==> src/rtl/spi_stat_pkg.sv <==
package spi_stat_pkg;

  typedef struct packed {
    logic txe;
    logic rxf;
    logic ovr;
    logic mdf;
  } stat_flags_t;

  // next value of a sticky flag: a set event beats a clear
  function automatic logic flag_next(logic cur, logic set_ev, logic clr_ev);
    return set_ev | (cur & ~clr_ev);
  endfunction

  // armed bit of a clearing sequence
  function automatic logic arm_next(logic armed, logic qual, logic consume, logic hold);
    if (hold || consume) return 1'b0;
    return armed | qual;
  endfunction

  function automatic logic tx_request(stat_flags_t f, logic ie, logic en);
    return f.txe & ie & en;
  endfunction

  function automatic logic rxerr_request(stat_flags_t f, logic ie_rx, logic ie_err);
    return (f.rxf & ie_rx) | ((f.ovr | f.mdf) & ie_err);
  endfunction

endpackage

==> src/rtl/spi_flag_cell.sv <==
module spi_flag_cell
  import spi_stat_pkg::*;
#(
  parameter bit RST_VAL = 1'b0,
  parameter bit SEQ_CLR = 1'b1
) (
  input  logic clk,
  input  logic rst_n,
  input  logic set_i,
  input  logic qual_i,
  input  logic use_i,
  input  logic hold_i,
  output logic flag_o,
  output logic armed_o,
  output logic clr_o
);

  logic flag_q;

  generate
    if (SEQ_CLR) begin : g_seq
      logic arm_q;
      always_ff @(posedge clk or negedge rst_n) begin
        if (!rst_n) arm_q <= 1'b0;
        else        arm_q <= arm_next(arm_q, qual_i & flag_q & ~hold_i, use_i, hold_i);
      end
      assign armed_o = arm_q;
      assign clr_o   = use_i & arm_q & ~hold_i;
    end else begin : g_direct
      logic unused_qual;
      assign unused_qual = qual_i;
      assign armed_o     = 1'b0;
      assign clr_o       = use_i & ~hold_i;
    end
  endgenerate

  always_ff @(posedge clk or negedge rst_n) begin
    if (!rst_n) flag_q <= RST_VAL;
    else        flag_q <= flag_next(flag_q, set_i, clr_o);
  end

  assign flag_o = flag_q;

endmodule

==> src/rtl/spi_irq_gate.sv <==
module spi_irq_gate
  import spi_stat_pkg::*;
(
  input  stat_flags_t flags,
  input  logic        en_spi,
  input  logic        ie_tx,
  input  logic        ie_rx,
  input  logic        ie_err,
  output logic        irq_tx,
  output logic        irq_rxerr
);

  assign irq_tx    = tx_request(flags, ie_tx, en_spi);
  assign irq_rxerr = rxerr_request(flags, ie_rx, ie_err);

endmodule

==> src/rtl/spi_stat_flags.sv <==
module spi_stat_flags
  import spi_stat_pkg::*;
(
  input  logic clk,
  input  logic rst_n,
  input  logic en_spi,
  input  logic ie_tx,
  input  logic ie_rx,
  input  logic ie_err,
  input  logic rx_done,
  input  logic tx_load,
  input  logic mf_cond,
  input  logic sts_rd,
  input  logic ctl_wr,
  input  logic dat_rd,
  input  logic dat_wr,
  output logic txe,
  output logic rxf,
  output logic ovr,
  output logic mdf,
  output logic irq_tx,
  output logic irq_rxerr
);

  // named internal events, brought out for the checker
  logic ovr_set_ev;
  logic txe_armed, rxf_armed, ovr_armed, mdf_armed;
  logic txe_clr, rxf_clr, ovr_clr, mdf_clr;
  stat_flags_t flags;

  assign ovr_set_ev = rx_done & rxf;

  spi_flag_cell #(.RST_VAL(1'b1), .SEQ_CLR(1'b0)) u_txe (
    .clk(clk), .rst_n(rst_n), .set_i(tx_load), .qual_i(sts_rd),
    .use_i(dat_wr), .hold_i(1'b0),
    .flag_o(txe), .armed_o(txe_armed), .clr_o(txe_clr)
  );

  spi_flag_cell #(.RST_VAL(1'b0), .SEQ_CLR(1'b1)) u_rxf (
    .clk(clk), .rst_n(rst_n), .set_i(rx_done), .qual_i(sts_rd),
    .use_i(dat_rd), .hold_i(1'b0),
    .flag_o(rxf), .armed_o(rxf_armed), .clr_o(rxf_clr)
  );

  spi_flag_cell #(.RST_VAL(1'b0), .SEQ_CLR(1'b1)) u_ovr (
    .clk(clk), .rst_n(rst_n), .set_i(ovr_set_ev), .qual_i(sts_rd),
    .use_i(dat_rd), .hold_i(1'b0),
    .flag_o(ovr), .armed_o(ovr_armed), .clr_o(ovr_clr)
  );

  spi_flag_cell #(.RST_VAL(1'b0), .SEQ_CLR(1'b1)) u_mdf (
    .clk(clk), .rst_n(rst_n), .set_i(mf_cond), .qual_i(sts_rd),
    .use_i(ctl_wr), .hold_i(mf_cond),
    .flag_o(mdf), .armed_o(mdf_armed), .clr_o(mdf_clr)
  );

  assign flags = '{txe: txe, rxf: rxf, ovr: ovr, mdf: mdf};

  spi_irq_gate u_irq (
    .flags(flags), .en_spi(en_spi), .ie_tx(ie_tx), .ie_rx(ie_rx),
    .ie_err(ie_err), .irq_tx(irq_tx), .irq_rxerr(irq_rxerr)
  );

endmodule

==> config.mk <==
export PLATFORM = sky130hd
export DESIGN_NAME = spi_stat_flags
export DESIGN_NICKNAME = d
export VERILOG_FILES = /design/src/rtl/spi_stat_pkg.sv /design/src/rtl/spi_flag_cell.sv /design/src/rtl/spi_irq_gate.sv /design/src/rtl/spi_stat_flags.sv
export SDC_FILE = /design/constraint.sdc
export NUM_CORES = 1
export LEC_CHECK = 0
export BUFFER_PORTS_ARGS = -buffer_cell sky130_fd_sc_hd__buf_4
export CORE_AREA = 2 2 39 41
export CTS_CLUSTER_SIZE = 8
export DETAILED_ROUTE_END_ITERATION = 16
export DIE_AREA = 0 0 41 43
export HOLD_SLACK_MARGIN = 0.15
export PLACE_DENSITY_LB_ADDON = 0.25
export SYNTH_ARGS = -nofsm -noshare
export SYNTH_HDL_FRONTEND = slang
export SYNTH_SLANG_ARGS = --single-unit
==> constraint.sdc <==
create_clock -name clk -period 1.4 [get_ports clk]
set_input_delay 0 -clock clk [delete_from_list [all_inputs] [get_ports clk]]
set_output_delay 0 -clock clk [all_outputs]
set_load 0.005 [all_outputs]
### Word level (Yosys, flattened, before mapping)

Cells that the tools add are included.
W data, S select, Z words.

| storage, ports and cells | value |
|---|---|
| register bits | 7 |
| input bits | 13 |
| logic and storage cells | 46 |
| output and inout port bits | 6 |

| operators by class | value |
|---|---|
| bitwise operators | 31 |
| reduce and logical (&&, ||, !) cells | 1 |
| muxes and demuxes | 7 |

Operators with widths:

| cell | number |
|---|---|
| $and A1 B1 Y1 | 17 |
| $or A1 B1 Y1 | 9 |
| $mux W1 | 7 |
| $not A1 Y1 | 5 |
| $logic_or A1 B1 Y1 | 1 |

### Longest topological paths before layout

Gate-level depths: netlist of the first run.

| depth | value |
|---|---|
| word-level depth | 5 |
| gate-level depth with buffers | 2 |
| gate-level depth less buffers | 2 |

### Cells and area by module

From an unflattened synthesis of the first run, not the netlist that was laid out.

| unflattened totals | value |
|---|---|
| cells, all modules | 33 |
| area, all modules | 331.6 um2 |

By module, submodules not included:

| module | area an instance (um2) | sequential area each (um2) | instances | cells each |
|---|---|---|---|---|
| spi_flag_cell at u_mdf ... | 78.8 | 50.0 | 3 | 7 |
| spi_flag_cell at u_txe | 66.3 | 26.3 | 1 | 6 |
| spi_irq_gate | 18.8 | 0.0 | 1 | 4 |
| spi_stat_flags | 10.0 | 0.0 | 1 | 2 |

### Least setup slack after synthesis of the first run

OpenSTA, ideal clock, no wires.

| timing path | value |
|---|---|
| path type | register -> register |
| start | register u_rxf.flag_q, in the netlist u_rxf.flag_o |
| end | register u_ovr.flag_q, in the netlist u_ovr.flag_o |
| path buffers | 0 |
| slack | 0.653 ns |
| required time | 1.279 ns |
| setup time | 0.121 ns |
| clock period less this slack | 0.747 ns |
| cell stages (with the launch flop) | 2 |
| data arrival time | 0.626 ns |
| path through | dfrtp_1 a22o_1 |

| on the way | value |
|---|---|
| cells in the longest elaborated chain, start to end | 2 |

Ends and longest elaborated chain:

| element | line | source |
|---|---|---|
| from (decl) | spi_flag_cell.sv:18 | `logic flag_q;` |
| from (signal assigned) | spi_flag_cell.sv:39 | `else flag_q <= flag_next(flag_q, set_i, clr_o);` |
| $and A1 B1 Y1 | spi_stat_flags.sv:31 | `assign ovr_set_ev = rx_done & rxf;` |
| $or A1 B1 Y1 | spi_stat_pkg.sv:12 | `return set_ev \| (cur & ~clr_ev);` |
| to (signal assigned) | spi_flag_cell.sv:39 |  |
| to (decl) | spi_flag_cell.sv:18 |  |

Every way passes these cells.

### Worst setup path after layout of the first run

| timing path | value |
|---|---|
| start | input sts_rd |
| end | register u_mdf.g_seq.arm_q, in the netlist u_mdf.armed_o |

| on the way | value |
|---|---|
| cells in the longest elaborated chain, start to end | 4 |

Ends and longest elaborated chain:

| element | line | source |
|---|---|---|
| from (decl) | spi_stat_flags.sv:13 | `input logic sts_rd,` |
| $and A1 B1 Y1 (2 in series) | spi_flag_cell.sv:25 | `else arm_q <= arm_next(arm_q, qual_i & flag_q & ~hold_i, use_i, hold_i);` |
| $or A1 B1 Y1 | spi_stat_pkg.sv:18 | `return armed \| qual;` |
| $mux W1 | spi_stat_pkg.sv:18 |  |
| to (signal assigned) | spi_flag_cell.sv:25 |  |
| to (decl) | spi_flag_cell.sv:22 | `logic arm_q;` |

Every way passes these cells.

==> impl_metrics.tcl, run 1 <==
set metrics [dict create \
    outcome "complete, no violations" \
    groute.usage.overall_pct 10.40 \
    initialDrtViolationCount 13 \
    rsz_0062_raised_after_global_routing "no" \
    synth-adder-area-share_pct 0 \
    timing.critical_path.arrival_ns 1.42 \
    yosys.cell_types.count 11 \
    floorplan.initialDensity_pct 19.44 \
    setup_clock_skew_after_layout_ns 0.0008414 \
    max_freq_mhz 771.6 \
    synth-simple-area-share_pct 13.95 \
    critPathMostFrequentCell "sky130_fd_sc_hd__dlygate4sd3_1" \
    cts_root_buffer "sky130_fd_sc_hd__clkbuf_4" \
    detail_route.drc_violations 0 \
    gp_congestion 0.6324 \
    ctsResizeCount 0 \
    drive_gt1_share_pct 37.93 \
    number_of_failing_hold_endpoints_at_the_final_stage 0 \
    final_slew_viol_count 0 \
    overflow 0 \
    initial_antenna_violation_count 0 \
    p_leak_nw 0.2723 \
    buffer_ports.inserted 18 \
    powerDensity_nw_per_um2 900.3 \
    die_w_um 41 \
    clkLatencyLatePin_ns 0.24 \
    dp_hpwl_um 500.2 \
    synth_top_family_by_area "compound AO/OA/AOI/OAI gates" \
    startpoint_type "input port" \
    synth.area.mux_share_pct 0 \
    worstPathCellList "dlygate4sd3_1, buf_4, a21oi_1, nor3_1, dlygate4sd3_1" \
    most-common-layout-cells "sky130_fd_sc_hd__buf_4, sky130_fd_sc_hd__dlygate4sd3_1, sky130_fd_sc_hd__dfrtp_1" \
    final.period_utilization_pct 92.57 \
    global_route_wire_length_before_repair_mm 1.214 \
    syn_area_per_cell_um2 10.76 \
    post-route-min-period_ns 1.296 \
    hold_path_class "input port to async pin" \
    vdd_drop_max_mv 0.3489 \
    groute.layer.met1.usage_pct 12.79 \
    drt_pre_antenna_iters 4 \
    grt.met2_usage_pct 14.69 \
    fraction_of_the_mapped_netlist_area_in_compound_gates_pct 19.07 \
    postLayoutCoreUtil_pct 40.51 \
    multi_input_comb_area_um2 88.84 \
    first_global_vias 297 \
    setup_crit_end_kind "flip-flop" \
    crit_path_top_delay_cell "sky130_fd_sc_hd__dlygate4sd3_1" \
    cp_startpoint "sts_rd" \
    crit_type "input port to flip-flop" \
    synth_warnings 0 \
    total_power_uw 504.6 \
    post-place-cells 59 \
    clkSlewWorstSetupHoldPaths_ns 0.05 \
    clock_tree_from_tritoncts "built" \
    netlist_area_um2 269.0 \
    crit_path_max_incr_delay_ns 0.55 \
    detail_route.vias_per_cell 4.054 \
    totalNegativeSetupSlack_ns 0 \
    synth.ff_latch_count 7 \
    remaining_antenna_violation_count_after_routing 0 \
    pin_count 19 \
    antenna_cells 0 \
    drt-total-wl_um 746 \
    regToRegStartpoint "u_rxf.flag_o" \
    largest_net_degree_at_the_start_of_global_routing 7 \
    vias 300 \
    cts_inserted_buffers 3 \
    max_slew_headroom_pct 79.49 \
    worst-slew-pin-transition_ns 0.3067 \
    synth_top_cell_by_area "sky130_fd_sc_hd__dfrtp_1" \
    clock_tree.buffer_depth 2 \
    path_delay_family "buffers and inverters" \
    synthToLayoutAreaGrowth_pct 108.4 \
    seq_area_um2 176.4 \
    yosys.area.top_type_share_pct 55.81 \
    synthesized_net_count 38 \
    cts_max_level 1 \
    nets_finish 72 \
    fp.coreArea_um2 1384 \
    post_layout_nonfiller_instances 74 \
    nFillCells 144 \
    fp.dieArea_um2 1763 \
    cts.sinks 7 \
    avgRoutedWirePerCell_um 10.08 \
    groute.layer.met3.usage_pct 4.188 \
    fp.dieH_um 43 \
    grt_most_used_layer "met2" \
    post_synthesis_cell_count 25 \
    cp_num_buf_inv 3 \
    final_common_cell "sky130_fd_sc_hd__buf_4" \
    ctsHoldBuffers 11 \
    synth_area_leaders "sky130_fd_sc_hd__dfrtp_1, sky130_fd_sc_hd__dfstp_2, sky130_fd_sc_hd__a21o_1" \
    max-cap-violations 0 \
    post_synth_xor_area_fraction_pct 0 \
    cts_setup_buffers 0 \
    worst-endpoint-required_ns 1.53 \
    ys_seq_area_share_pct 65.58 \
    finalSetupViolations 0 \
    crit_path_max_fanout 3 \
    floorplan.rows 14 \
]
registers in the layout (all words and copies together) (netlist names):
register       cells
u_ovr.armed_o      1
u_ovr.flag_o       1
u_mdf.flag_o       1
u_rxf.armed_o      1
u_mdf.armed_o      1
u_rxf.flag_o       1
u_txe.flag_o       1
per-stage QoR:
step | hold slack (ns) | setup slack [ns] | instance area [um2]
4_1_cts | 0.2344 | 0.1053 | 560.5
5_1_grt | 0.2514 | 0.03012 | 560.5
2_1_floorplan | -0.2956 | 0.6533 | 269.0
3_3_place_gp | -0.1791 | 0.6346 | 424.2
3_5_place_dp | -0.1793 | 0.6289 | 424.2
6_report | 0.2378 | 0.1040 | 560.5
power by group:
| part | internal, mW | switching [mW] | leakage, nW |
|---|---|---|---|
| clock network | 0.109 | 0.0705 | 0.0150 |
| logic | 0.0673 | 0.0296 | 0.180 |
| registers | 0.218 | 0.0108 | 0.0777 |
path summary, 6_finish.rpt:
kind	end	slack (ns)	cells past startpoint
worst min register to register	u_ovr.armed_o	0.51	2
max in group asynchronous	u_rxf.armed_o	0.44	3
worst min-delay path	u_txe.flag_o	0.24	2
min in group clk	irq_rxerr	0.26	4
worst max register to register	u_rxf.armed_o	0.11	3
worst max-delay path	u_mdf.armed_o	0.10	5
synth_stat cells:
cell type                 count
sky130_fd_sc_hd__nand2_1      5
sky130_fd_sc_hd__inv_1        1
sky130_fd_sc_hd__a21o_1       3
sky130_fd_sc_hd__dfstp_2      1
sky130_fd_sc_hd__a22o_1       1
sky130_fd_sc_hd__nor2_1       2
sky130_fd_sc_hd__a21oi_1      3
sky130_fd_sc_hd__dfrtp_1      6
sky130_fd_sc_hd__nor3_1       1
sky130_fd_sc_hd__o21ai_0      1
sky130_fd_sc_hd__and3_1       1
worst register-to-register path: cells and delay by family, from the launching register on:
family                 cells  cell delay [ns]
buffers and inverters      1             0.55
flip-flops                 1             0.42
AO/OA/AOI/OAI              1             0.16
AND/OR/NAND/NOR            1             0.05
per-layer routing:
layer | vias to the layer above | routed length [um] | share of wire (%)
li1 | 151 | - | -
met1 | 136 | 317 | 42
met2 | 11 | 357 | 48
met3 | 2 | 66 | 8.8
met4 | 0 | 4 | 0.54
met5 | - | 0 | 0
kinds of logic after synthesis:
group,count (synthesis)
buffers and inverters,1
AOI/OAI and AO/OA,8
DFF,7
and+or+nand+nor,9
area by class of cell:
type / count / share of cell area [%]
Clock buffer: 4 / 4.687
Inverter: 1 / 0.6696
Multi-Input combinational cell: 17 / 15.85
Sequential cell: 7 / 31.47
Tap cell: 16 / 3.571
Timing Repair Buffer: 29 / 43.75
No activity file was read; power rests on OpenSTA's default activity.
==> inputs of run 2 (changes only) <==
--- a/config.mk
+++ b/config.mk
@@ -7,6 +7,7 @@
 export LEC_CHECK = 0
 export BUFFER_PORTS_ARGS = -buffer_cell sky130_fd_sc_hd__buf_4
 export CORE_AREA = 2 2 39 41
+export CTS_BUF_LIST = sky130_fd_sc_hd__clkbuf_4
 export CTS_CLUSTER_SIZE = 8
 export DETAILED_ROUTE_END_ITERATION = 16
 export DIE_AREA = 0 0 41 43
==> run 2 against run 1 <==
- routed wire length down 0.54%
- critical path depth stayed put
- worst setup slack about the same
- core utilization is 0.27 points higher
- combinational power is essentially flat
- design area up 0.67%
- global-route usage unchanged
- largest power group unchanged
- clock power up 11%
==> impl_metrics.tcl, run 2 (synthesized netlist as in run 1, its figures left out) <==
set metrics [dict create \
    worst-endpoint-required_ns 1.53 \
    final_common_cell "sky130_fd_sc_hd__buf_4" \
    detail_route.vias_per_cell 4.000 \
    most-common-layout-cells "sky130_fd_sc_hd__buf_4, sky130_fd_sc_hd__dlygate4sd3_1, sky130_fd_sc_hd__dfrtp_1" \
    rsz_0062_raised_after_global_routing "no" \
    drive_gt1_share_pct 39.66 \
    final.period_utilization_pct 92.56 \
    worstSetupEndpoint "u_mdf.armed_o" \
    outcome "complete, no violations" \
    grt.met2_usage_pct 14.69 \
    initial_antenna_violation_count 0 \
    fp.coreArea_um2 1384 \
    reg2reg_setup_slack_ns 0.11 \
    detail_route.drc_violations 0 \
    overflow 0 \
    stdcell_area_um2 564.3 \
    hold_path_class "input port to async pin" \
    fp.dieArea_um2 1763 \
    vias 296 \
    clkLatencyLatePin_ns 0.24 \
    totalNegativeSetupSlack_ns 0 \
    groute.layer.met1.usage_pct 12.79 \
    total_power_uw 524.7 \
    groute.layer.met3.usage_pct 4.188 \
    gp_congestion 0.6324 \
    crit_path_max_fanout 3 \
    final_slew_viol_count 0 \
    floorplan.initialDensity_pct 19.44 \
    post-route-min-period_ns 1.296 \
    timing.critical_path.arrival_ns 1.42 \
    cts_root_buffer "sky130_fd_sc_hd__clkbuf_4" \
    fp.dieH_um 43 \
    remaining_antenna_violation_count_after_routing 0 \
    vdd_drop_max_mv 0.3490 \
    postPlaceCellArea_um2 424.2 \
    clock_tree.buffer_depth 2 \
    nets_finish 72 \
    finalSetupViolations 0 \
    powerDensity_nw_per_um2 929.8 \
    initialDrtViolationCount 12 \
    die_w_um 41 \
    cts_max_level 1 \
    setup_clock_skew_after_layout_ns 0.001697 \
    synthToLayoutAreaGrowth_pct 109.8 \
    first_global_vias 294 \
    largest_net_degree_at_the_start_of_global_routing 7 \
    cts_inserted_buffers 3 \
    antenna_cells 0 \
    buffer_ports.inserted 18 \
    crit_type "input port to flip-flop" \
    global_route_wire_length_before_repair_mm 1.214 \
    pin_count 19 \
    max-cap-violations 0 \
    startpoint_type "input port" \
    number_of_failing_hold_endpoints_at_the_final_stage 0 \
    setup_crit_end_kind "flip-flop" \
    floorplan.rows 14 \
    regToRegStartpoint "u_rxf.flag_o" \
    cp_startpoint "sts_rd" \
    drt_pre_antenna_iters 2 \
    max_freq_mhz 771.7 \
    p_leak_nw 0.2758 \
    grt_most_used_layer "met2" \
    ff2ff_path_depth 3 \
    cts.sinks 7 \
    hold-worst-slack_ns 0.2379 \
    cts_setup_buffers 0 \
    groute.usage.overall_pct 10.40 \
    dp_hpwl_um 500.2 \
    max_slew_headroom_pct 79.45 \
    clock_tree_from_tritoncts "built" \
    clkSlewWorstSetupHoldPaths_ns 0.05 \
    avgRoutedWirePerCell_um 10.03 \
    worst-slew-pin-transition_ns 0.3073 \
    ctsResizeCount 0 \
    r2r_end "u_rxf.armed_o" \
    drt-total-wl_um 742 \
]
==> run 2: metal layers <==
metal,routed length [um],vias to the layer above
met4,4,0
met1,318,132
met2,353,11
met5,0,-
met3,66,2
li1,-,151
==> run 2: worst min-delay path by stage <==
stage | from | to | slack, ns | cells past startpoint
final | rst_n | u_txe.flag_o | 0.24 | 2
after global placement | rst_n | u_ovr.flag_o | -0.18 | 1
after detailed placement | rst_n | u_ovr.flag_o | -0.18 | 1
after global routing | rst_n | u_txe.flag_o | 0.25 | 2
after floorplan | rst_n | u_mdf.armed_o | -0.30 | 0
after CTS | rst_n | u_txe.flag_o | 0.23 | 2
==> run 2: where the power goes <==
| group | leakage, nW | internal (mW) | switching (mW) |
|---|---|---|---|
| clock | 0.0184 | 0.128 | 0.0712 |
| sequential | 0.0777 | 0.218 | 0.0107 |
| combinational | 0.180 | 0.0673 | 0.0296 |
==> run 2: per-stage QoR <==
stage,utilization (%),instances,setup slack (ns)
after floorplan,-,25,0.6533
after global placement,30.65,59,0.6346
after detailed placement,30.65,59,0.6289
after CTS,40.78,74,0.1053
after global routing,40.78,74,0.03012
final,40.78,74,0.1042
==> run 2: what timing repair did <==
action | 4_1_cts | 5_1_grt
hold buffers | 11 | 0
setup endpoints to repair | 0 | 0
endpoints found under the hold margin | 14 | 0
==> run 2: cell type report <==
cell class              count  area, um2
well taps                  16      20.02
clock buffers               4      30.03
fillers                   142      819.5
repair buffers             29      245.2
inverters                   1      3.754
flip-flops and latches      7      176.4
multi-input cells          17      88.84
==> run 2: worst max-delay path, stage by stage <==
cell and delay [ns]:
sky130_fd_sc_hd__dlygate4sd3_1 0.53, sky130_fd_sc_hd__buf_4 0.14, sky130_fd_sc_hd__a21oi_1 0.14, sky130_fd_sc_hd__nor3_1 0.05, sky130_fd_sc_hd__dlygate4sd3_1 0.55
